### src/rtl/pacc_pkg.sv
// Shared definitions for the pulse accumulator: register addresses,
// flag bit positions and the control register layout.
// Assumes a two-bit word address on the register bus.
package pacc_pkg;
    localparam int ADDR_W       = 2;
    localparam logic [ADDR_W-1:0] ADDR_CTRL = 2'd0;
    localparam logic [ADDR_W-1:0] ADDR_FLAG = 2'd1;
    localparam logic [ADDR_W-1:0] ADDR_CNT  = 2'd2;
    localparam int FLAG_IN_BIT  = 0;
    localparam int FLAG_OVF_BIT = 1;

    // First member is the MSB: en sits at bit 0, ie_in at bit 4.
    typedef struct packed {
        logic ie_in;
        logic ie_ovf;
        logic pol;
        logic mode;
        logic en;
    } ctrl_t;

    localparam int CTRL_W = $bits(ctrl_t);
endpackage

### src/rtl/pacc_edge.sv
// Pin front end: brings the asynchronous pin into the clock domain
// through SYNC_STAGES flops and produces the level and one-clock
// rise/fall pulses. Assumes pin pulses are longer than SYNC_STAGES clocks.
module pacc_edge #(
    parameter int SYNC_STAGES = 2
) (
    input  logic clk,
    input  logic rst_n,
    input  logic pin_raw,
    output logic lvl,
    output logic rise,
    output logic fall
);
    logic [SYNC_STAGES-1:0] sync_q;
    logic                   prev_q;

    // Shift the pin through the synchronizer and keep one prior sample.
    always_ff @(posedge clk) begin
        if (!rst_n) begin
            sync_q <= '0;
            prev_q <= 1'b0;
        end else begin
            sync_q <= {sync_q[SYNC_STAGES-2:0], pin_raw};
            prev_q <= sync_q[SYNC_STAGES-1];
        end
    end

    // Level and edge pulses from the settled samples.
    always_comb begin
        lvl  = sync_q[SYNC_STAGES-1];
        rise = lvl & ~prev_q;
        fall = ~lvl & prev_q;
    end

    a_r6_edges_exclusive: assert property (@(posedge clk) disable iff (!rst_n)
        rise |-> !fall);
    a_r6_rise_single: assert property (@(posedge clk) disable iff (!rst_n)
        rise |=> !rise);
endmodule

### src/rtl/pacc_counter.sv
// Accumulator register: adds one when enabled and stepped and loads
// from the bus (load wins). Reports a wrap from all-ones to zero.
module pacc_counter #(
    parameter int CNT_W = 16
) (
    input  logic             clk,
    input  logic             rst_n,
    input  logic             en,
    input  logic             step,
    input  logic             ld,
    input  logic [CNT_W-1:0] ld_val,
    output logic [CNT_W-1:0] cnt,
    output logic             wrap
);
    localparam logic [CNT_W-1:0] ALL_ONES = {CNT_W{1'b1}};
    localparam logic [CNT_W-1:0] ONE      = CNT_W'(1);

    logic adv;

    // Decide whether the count advances this clock.
    always_comb begin
        adv  = en & step & ~ld;
        wrap = adv & (cnt == ALL_ONES);
    end

    // Count register with bus load priority.
    always_ff @(posedge clk) begin
        if (!rst_n)   cnt <= '0;
        else if (ld)  cnt <= ld_val;
        else if (adv) cnt <= cnt + ONE;
    end

    a_r12_load: assert property (@(posedge clk) disable iff (!rst_n)
        ld |=> cnt == $past(ld_val));
    a_r11_hold: assert property (@(posedge clk) disable iff (!rst_n)
        (!en && !ld) |=> $stable(cnt));
    a_r2_single_step: assert property (@(posedge clk) disable iff (!rst_n)
        !ld |=> (cnt == $past(cnt) || cnt == $past(cnt) + ONE));
endmodule

### src/rtl/pacc_flags.sv
// Sticky flag pair: set by events, cleared by write-one-to-clear or by
// the fast clear strobe. A set in the same clock as a clear wins.
module pacc_flags (
    input  logic clk,
    input  logic rst_n,
    input  logic set_in,
    input  logic set_ovf,
    input  logic clr_in,
    input  logic clr_ovf,
    input  logic clr_all,
    output logic flag_in,
    output logic flag_ovf
);
    // Update both flags with set priority.
    always_ff @(posedge clk) begin
        if (!rst_n) begin
            flag_in  <= 1'b0;
            flag_ovf <= 1'b0;
        end else begin
            flag_in  <= set_in  | (flag_in  & ~(clr_in  | clr_all));
            flag_ovf <= set_ovf | (flag_ovf & ~(clr_ovf | clr_all));
        end
    end

    a_r7_ovf_set: assert property (@(posedge clk) disable iff (!rst_n)
        set_ovf |=> flag_ovf);
    a_r8_in_clear: assert property (@(posedge clk) disable iff (!rst_n)
        (clr_in && !set_in) |=> !flag_in);
    a_r9_all_clear: assert property (@(posedge clk) disable iff (!rst_n)
        (clr_all && !set_in && !set_ovf) |=> (!flag_in && !flag_ovf));
endmodule

### src/rtl/pacc_top.sv
// Dual-mode pulse accumulator. Edge-count mode counts pin edges of the
// selected polarity; gated-time mode counts timer ticks while the pin is
// at the active level. Assumes tick_div64 is a one-clock synchronous pulse.
module pacc_top #(
    parameter int CNT_W       = 16,
    parameter int SYNC_STAGES = 2
) (
    input  logic                       clk,
    input  logic                       rst_n,
    input  logic                       pin_raw,
    input  logic                       tick_div64,
    input  logic                       fast_clr,
    input  logic                       bus_sel,
    input  logic                       bus_wr,
    input  logic [pacc_pkg::ADDR_W-1:0] bus_addr,
    input  logic [CNT_W-1:0]           bus_wdata,
    output logic [CNT_W-1:0]           bus_rdata,
    output logic [CNT_W-1:0]           count,
    output logic                       flag_in,
    output logic                       flag_ovf,
    output logic                       irq_in,
    output logic                       irq_ovf
);
    import pacc_pkg::*;

    ctrl_t ctrl_q;
    logic  lvl, rise, fall;
    logic  step, set_in, wrap;
    logic  wr_ctrl, wr_flag, wr_cnt, acc_cnt;

    // Bus decode.
    always_comb begin
        wr_ctrl = bus_sel & bus_wr & (bus_addr == ADDR_CTRL);
        wr_flag = bus_sel & bus_wr & (bus_addr == ADDR_FLAG);
        wr_cnt  = bus_sel & bus_wr & (bus_addr == ADDR_CNT);
        acc_cnt = bus_sel & (bus_addr == ADDR_CNT);
    end

    // Control register.
    always_ff @(posedge clk) begin
        if (!rst_n)       ctrl_q <= '0;
        else if (wr_ctrl) ctrl_q <= ctrl_t'(bus_wdata[CTRL_W-1:0]);
    end

    pacc_edge #(.SYNC_STAGES(SYNC_STAGES)) u_edge (
        .clk(clk), .rst_n(rst_n), .pin_raw(pin_raw),
        .lvl(lvl), .rise(rise), .fall(fall)
    );

    // Count and input-flag qualification from mode and polarity.
    always_comb begin
        if (ctrl_q.mode) step = tick_div64 & (ctrl_q.pol ? ~lvl : lvl);
        else             step = ctrl_q.pol ? rise : fall;
        set_in = ctrl_q.en & (ctrl_q.pol ? rise : fall);
    end

    pacc_counter #(.CNT_W(CNT_W)) u_cnt (
        .clk(clk), .rst_n(rst_n), .en(ctrl_q.en), .step(step),
        .ld(wr_cnt), .ld_val(bus_wdata), .cnt(count), .wrap(wrap)
    );

    pacc_flags u_flags (
        .clk(clk), .rst_n(rst_n),
        .set_in(set_in), .set_ovf(wrap),
        .clr_in(wr_flag & bus_wdata[FLAG_IN_BIT]),
        .clr_ovf(wr_flag & bus_wdata[FLAG_OVF_BIT]),
        .clr_all(fast_clr & acc_cnt),
        .flag_in(flag_in), .flag_ovf(flag_ovf)
    );

    // Interrupt requests and read data.
    always_comb begin
        irq_in  = flag_in  & ctrl_q.ie_in;
        irq_ovf = flag_ovf & ctrl_q.ie_ovf;
        bus_rdata = '0;
        case (bus_addr)
            ADDR_CTRL: bus_rdata = CNT_W'(ctrl_q);
            ADDR_FLAG: begin
                bus_rdata[FLAG_IN_BIT]  = flag_in;
                bus_rdata[FLAG_OVF_BIT] = flag_ovf;
            end
            ADDR_CNT:  bus_rdata = count;
            default:   bus_rdata = '0;
        endcase
    end

    a_r10_irq_in_gated: assert property (@(posedge clk) disable iff (!rst_n)
        irq_in |-> (flag_in && ctrl_q.ie_in));
    a_r10_irq_ovf_gated: assert property (@(posedge clk) disable iff (!rst_n)
        irq_ovf |-> (flag_ovf && ctrl_q.ie_ovf));
    a_r11_no_flag_when_off: assert property (@(posedge clk) disable iff (!rst_n)
        (!ctrl_q.en && !flag_in) |=> !flag_in);
endmodule

### config.mk
export PLATFORM = sky130hd
export DESIGN_NAME = pacc_top
export DESIGN_NICKNAME = d
export VERILOG_FILES = /design/src/rtl/pacc_pkg.sv /design/src/rtl/pacc_edge.sv /design/src/rtl/pacc_counter.sv /design/src/rtl/pacc_flags.sv /design/src/rtl/pacc_top.sv
export SDC_FILE = /design/constraint.sdc
export NUM_CORES = 1
export LEC_CHECK = 0
export ABC_AREA = 1
export BUFFER_PORTS_ARGS = -buffer_cell sky130_fd_sc_hd__clkbuf_2
export CAP_MARGIN = 0
export CORE_MARGIN = 2
export CORE_UTILIZATION = 35
export CTS_BUF_LIST = sky130_fd_sc_hd__clkbuf_2 sky130_fd_sc_hd__clkbuf_4 sky130_fd_sc_hd__clkbuf_8
export CTS_CLUSTER_DIAMETER = 200
export CTS_CLUSTER_SIZE = 14
export DETAILED_ROUTE_END_ITERATION = 16
export PLACE_DENSITY = 0.55
export SLEW_MARGIN = 10
export SYNTH_ARGS = -nofsm -noshare
export SYNTH_HDL_FRONTEND = slang
export SYNTH_HIERARCHICAL = 1
export SYNTH_SLANG_ARGS = --single-unit
### constraint.sdc
create_clock -name clk -period 2 [get_ports clk]
set_clock_uncertainty 0.2 [all_clocks]
set_input_delay 0.2 -clock clk [delete_from_list [all_inputs] [get_ports clk]]
set_output_delay 0.2 -clock clk [all_outputs]
set_load 0.02 [all_outputs]
==> results of run 1 <==
## synth_stat cells, drive strengths merged, types with 3 or more instances
master / count / area share (%)
a21oi: 19 / 5.4
a31oi: 5 / 1.8
buf: 5 / 1.9
dfxtp: 26 / 29
inv: 63 / 13
nand2: 79 / 17
nand3: 27 / 9.0
nand4: 3 / 1.1
nor2: 40 / 10
o211ai: 4 / 1.7
o21ai: 14 / 4.0
## per-stage QoR
| stage | hold WS [ns] | cells |
|---|---|---|
| floorplan | 0.0935 | 296 |
| global placement | 0.174 | 425 |
| detailed placement | 0.186 | 425 |
| CTS | 0.00158 | 433 |
| global route | 0.0387 | 437 |
| finish | 0.00417 | 437 |
## cell families after synthesis
group / count (synthesis) / synth area share, %
AND/OR/NAND/NOR: 152 / 38.7
AO/OA/AOI/OAI: 44 / 13.8
flip-flops: 26 / 29.4
XOR/XNOR: 4 / 1.98
adder cells (fa/ha/maj): 1 / 0.707
buffers and inverters: 69 / 15.5
## state kept, by name, indices dropped and copies added (netlist names)
| register | cells |
|---|---|
| u_flags/flag_in | 1 |
| u_flags/flag_ovf | 1 |
| u_edge/prev_q | 1 |
| ctrl_q | 5 |
| u_edge/sync_q | 2 |
| u_cnt/cnt | 16 |
## worst min-delay path, delay by kind of cell
kind            cells  cell delay [ns]
simple gates        1             0.06
buf+inv             1             0.10
compound gates      1             0.07
## worst paths after layout
| kind | end | slack (ns) | start |
|---|---|---|---|
| min reg2reg | u_edge/sync_q[1]$_SDFF_PN0_ | 0.22 | u_edge/sync_q[0]$_SDFF_PN0_ |
| max reg2reg | u_cnt/cnt[5]$_SDFFE_PN0P_ | 0.16 | u_edge/sync_q[1]$_SDFF_PN0_ |
| max | u_cnt/cnt[5]$_SDFFE_PN0P_ | 0.16 | u_edge/sync_q[1]$_SDFF_PN0_ |
| min | u_cnt/cnt[2]$_SDFFE_PN0P_ | 0.004 | bus_wdata[2] |
## layout make-up
cell class | instances | area (µm²)
clock buffers | 3 | 41.3
fillers | 531 | 2480
inverters | 63 | 236
multi-input cells | 201 | 980
flip-flops and latches | 26 | 527
well taps | 67 | 83.8
repair buffers | 77 | 440
## routing by layer
layer | track usage, % | wire [µm]
met1 | 23.6 | 2310
met2 | 31.2 | 2260
met3 | 2.14 | 182
met4 | 6.75 | 76
met5 | 0 | 0
## power by group through the flow
stage	sequential (µW)	clock, µW	combinational, µW
floorplan	565	0	75.4
global placement	559	0	145
detailed placement	559	0	145
CTS	547	323	153
global route	550	341	171
finish	546	306	152
## timing repair
| item | 4_1_cts | 5_1_grt |
|---|---|---|
| buffers inserted | 0 | 4 |
| hold endpoints to repair | 5 | 0 |
| setup endpoints to repair | 0 | 6 |
| resized for setup | 0 | 5 |
| hold buffers | 5 | 0 |
==> metrics.txt, run 1 <==
Bufs on Longest Clock Path 2; crit path kind register to register; Max Cap Viol 0; Unique masters post-synth 26; initial antenna violation count 0; combinational share of power between 10% and 20%; dominant synthesized flop cell dfxtp_1; largest net degree at the start of global routing 17; DRT iter0 DRCs 86; Post-layout nets 398; Post-Syn Area per Cell approximately 6.0 µm²; Yosys Warn Count 6; total global-route track usage roughly 18%; Bufs and invs on worst path 3; Crit path arrival time 1.79 ns; # IOs 61; Clock Pin Slew Worst Setup and Hold Paths roughly 0.09 ns; crit-path max cell delay 0.37 ns; DP HPWL 3710 µm; Yosys reg bits 26; setup slack after layout 0.159 ns; die width 75.1 µm; Post-synth ARST share 0%; core area around 4800 µm²; Final TNS setup 0 ns; NetSw around 280 µW; Routed Wire Length 4830 µm; register area share after synthesis roughly 30%; HP Class primary input to register; critical path endpoint category register; root buffer cell clkbuf_8; Mapped Area about 1800 µm²; worst vdd ir 0.000329 V; Clock power frac 30.5%; layout cells sized above 1 26.5%; port buffer count 60; WHS Path Cells 3; Power Density approximately 440 nW/µm²; CP cell instances inv_1, nor2_2, nand2_1, nand2_1, nand2_1, o21ai_0, nand2_1, buf_4, nand2_4, inv_1, a22o_1, a21oi_2, nor2_1; Post-DP Area 2180 µm²; design area 2310 µm²; Initial DRT Pass Iterations 4; Setup WS pre-CTS 0.0838 ns; Switching Fraction 27.5%; Ant. Diodes 0; most common cell after layout, fill and taps aside nand2_1; worst-case reg-to-reg path depth 13; number of enable flip-flop cells after synthesis 0; CTS Sinks 26; CP startpoint kind register; drt via density 4.49; sequential group share of total power 54.4%; drt drc 0; count of final setup violators 0; DR vias 1,960; Power Total between 1000 and 1500 µW; Levels on crit path 13; Final Max Slew Viols 0; Fmax 543 MHz; Placer Congestion 0.756; RSZ-0062 raised after global routing no; commonest non-fill, non-tap cells in the layout nand2_1, clkbuf_2, inv_1; post-layout util between 40 and 50%; area of the die 5640 µm²; slowest CP cell dfxtp_4; Congestion Overflow GR 0; CP Data Required Time 1.95 ns; Row Count 25; first-pass GRT wire length 7870 µm; status finished, final reports clean; fin crit share slightly above 90%; P&R area growth vs syn 30.4%; Final Hold Fails 0; cts bufs inserted 3; critical-path maximum fanout 6; Worst Max-Slew Pin Slew 0.537 ns; TritonCTS clock tree done; WL/cell between 10 and 15 µm; slew margin rel. 64.1%; critical path's most frequent cell nand2_1; Synth Net Count 322; clock insertion delay at the later pin of the skew report approximately 0.27 ns; min Tclk post-route around 1.8 ns; Max H-tree Level 1; vias in the first global route 1,752; delay-heaviest family, CP simple AND/OR/NAND/NOR gates; Initial Util 37.0%; DIE HEIGHT 75.1 µm; Routed Antenna Nets 0; Internal between 700 and 800 µW; Lkg Pwr 0.00107 µW; Syn Inst Count 296
Power figures use the tool's default switching activity.
==> inputs of run 2 (changes only) <==
- PLACE_DENSITY: 0.55 -> default
- PLACE_DENSITY_LB_ADDON: default -> 0.2
==> run 2 against run 1 <==
The run now ends with negative hold slack left. Global-route usage barely moved. Power up 1.2%. Die area unchanged. Setup slack improved by 0.012 ns. Non-clock buffer count decreased by 1. Routed wire length rose by 1.1%. Flip-flop and latch count stayed put. Largest cell class unchanged.
==> metrics.txt, run 2 (synthesis gave the netlist of run 1 again) <==
status finished, violations left; violated checks negative hold slack; DRT iter0 DRCs 157; Internal 729 µW; largest net degree at the start of global routing 16; crit path kind register to register; Final TNS setup 0 ns; most common cell after layout, fill and taps aside nand2_1; Final Hold Fails 1; layout cells sized above 1 25.7%; critical path endpoint category register; Clock power frac 31.1%; cts bufs inserted 3; drt via density roughly 4.6; clock insertion delay at the later pin of the skew report between 0.2 and 0.3 ns; Post-layout nets 398; commonest non-fill, non-tap cells in the layout nand2_1, clkbuf_2, inv_1; drt drc 0; CTS Sinks 26; P&R area growth vs syn 30.6%; NetSw between 200 and 300 µW; Hold Slack -0.00278 ns; Worst Max-Slew Pin Slew between 0.5 and 0.6 ns; Power Density 440 nW/µm²; port buffer count 60; worst vdd ir 0.000290 V; fin crit share 91.5%; root buffer cell clkbuf_8; DP HPWL 3720 µm; Clock Pin Slew Worst Setup and Hold Paths 0.10 ns; WL/cell ~11 µm; Post-Place Cells 426; Reg with most FFs u_cnt/cnt; Placer Congestion ~0.85; die width 75.1 µm; core area about 4800 µm²; Max Cap Viol 0; Max H-tree Level 1; Row Count 25; Crit path arrival time 1.79 ns; critical-path maximum fanout 6; Switching Fraction 28.3%; min Tclk post-route roughly 1.8 ns; design area 2310 µm²; Fmax 547 MHz; HP Class primary input to register; initial antenna violation count 0; DIE HEIGHT 75.1 µm; Bufs on Longest Clock Path 2; Ant. Diodes 0; slew margin rel. 66.1%; Initial Util 37.0%; CP Data Required Time slightly below 2 ns; combinational share of power 15.2%; Final Max Slew Viols 0; vias in the first global route 1,738; CP startpoint kind register; Lkg Pwr 0.00107 µW; largest registers u_cnt/cnt x16, ctrl_q x5, u_edge/sync_q x2; Congestion Overflow GR 0; TritonCTS clock tree done; RSZ-0062 raised after global routing no; Routed Antenna Nets 0; # IOs 61; first-pass GRT wire length 7910 µm; total global-route track usage 18.3%; Routed Wire Length 4880 µm; Post-DP Area 2200 µm²; DR vias approximately 2,000; count of final setup violators 0; non-filler instance count after layout 437; Initial DRT Pass Iterations 5; area of the die 5640 µm²; sequential group share of total power 53.7%; max FFs per register 16
run 2: repair_timing:
action | 4_1_cts | 5_1_grt
endpoints found under the setup margin | 0 | 7
buffers inserted | 0 | 2
hold endpoints to repair | 5 | 0
gates resized for setup | 0 | 1
hold buffers | 5 | 0
run 2: path summary, 6_finish.rpt:
kind                                from                           to  slack [ns]  depth (start not counted)
max reg2reg  u_edge/sync_q[1]$_SDFF_PN0_    u_cnt/cnt[5]$_SDFFE_PN0P_        0.17                         12
min                         bus_wdata[2]    u_cnt/cnt[2]$_SDFFE_PN0P_      -0.003                          3
min reg2reg  u_edge/sync_q[0]$_SDFF_PN0_  u_edge/sync_q[1]$_SDFF_PN0_        0.22                          2
max          u_edge/sync_q[1]$_SDFF_PN0_    u_cnt/cnt[5]$_SDFFE_PN0P_        0.17                         12
run 2: power by group through the flow:
stage	Clock [µW]	Combinational (µW)	Sequential, µW
floorplan	0	75.4	565
global placement	0	145	558
detailed placement	0	146	558
CTS	321	155	546
global route	340	173	549
finish	316	154	546
run 2: layout make-up:
| type | instances | area [µm²] |
|---|---|---|
| clock buffers | 3 | 41.3 |
| multi-input cells | 202 | 985 |
| fillers | 525 | 2470 |
| repair buffers | 76 | 445 |
| inverters | 63 | 236 |
| well taps | 67 | 83.8 |
| flip-flops and latches | 26 | 520 |
run 2: routing by layer:
metal	routed length (µm)	track usage, %	share of wire [%]
met3	237	1.61	4.9
met2	2230	30.3	46
met4	72	6.15	1.5
met1	2340	25.0	48
met5	0	0	0
run 2: worst max-delay path, stage by stage (launching register included):
cell     delay (ns)
dfxtp_1        0.40
inv_1          0.07
nor2_2         0.07
nand2_1        0.07
nand2_1        0.07
nand2_1        0.04
o21ai_0        0.08
nand2_2        0.16
nand2_4        0.09
inv_1          0.11
a22o_1         0.19
a21oi_1        0.12
nor2_1         0.05
run 2: per-stage QoR:
stage	setup slack (ns)	util [%]	total power, µW
finish	0.170	48.3	1020
global placement	0.180	45.9	703
floorplan	0.189	-	640
detailed placement	0.0910	45.9	705
CTS	0.0719	47.8	1020
global route	0.00508	48.3	1060
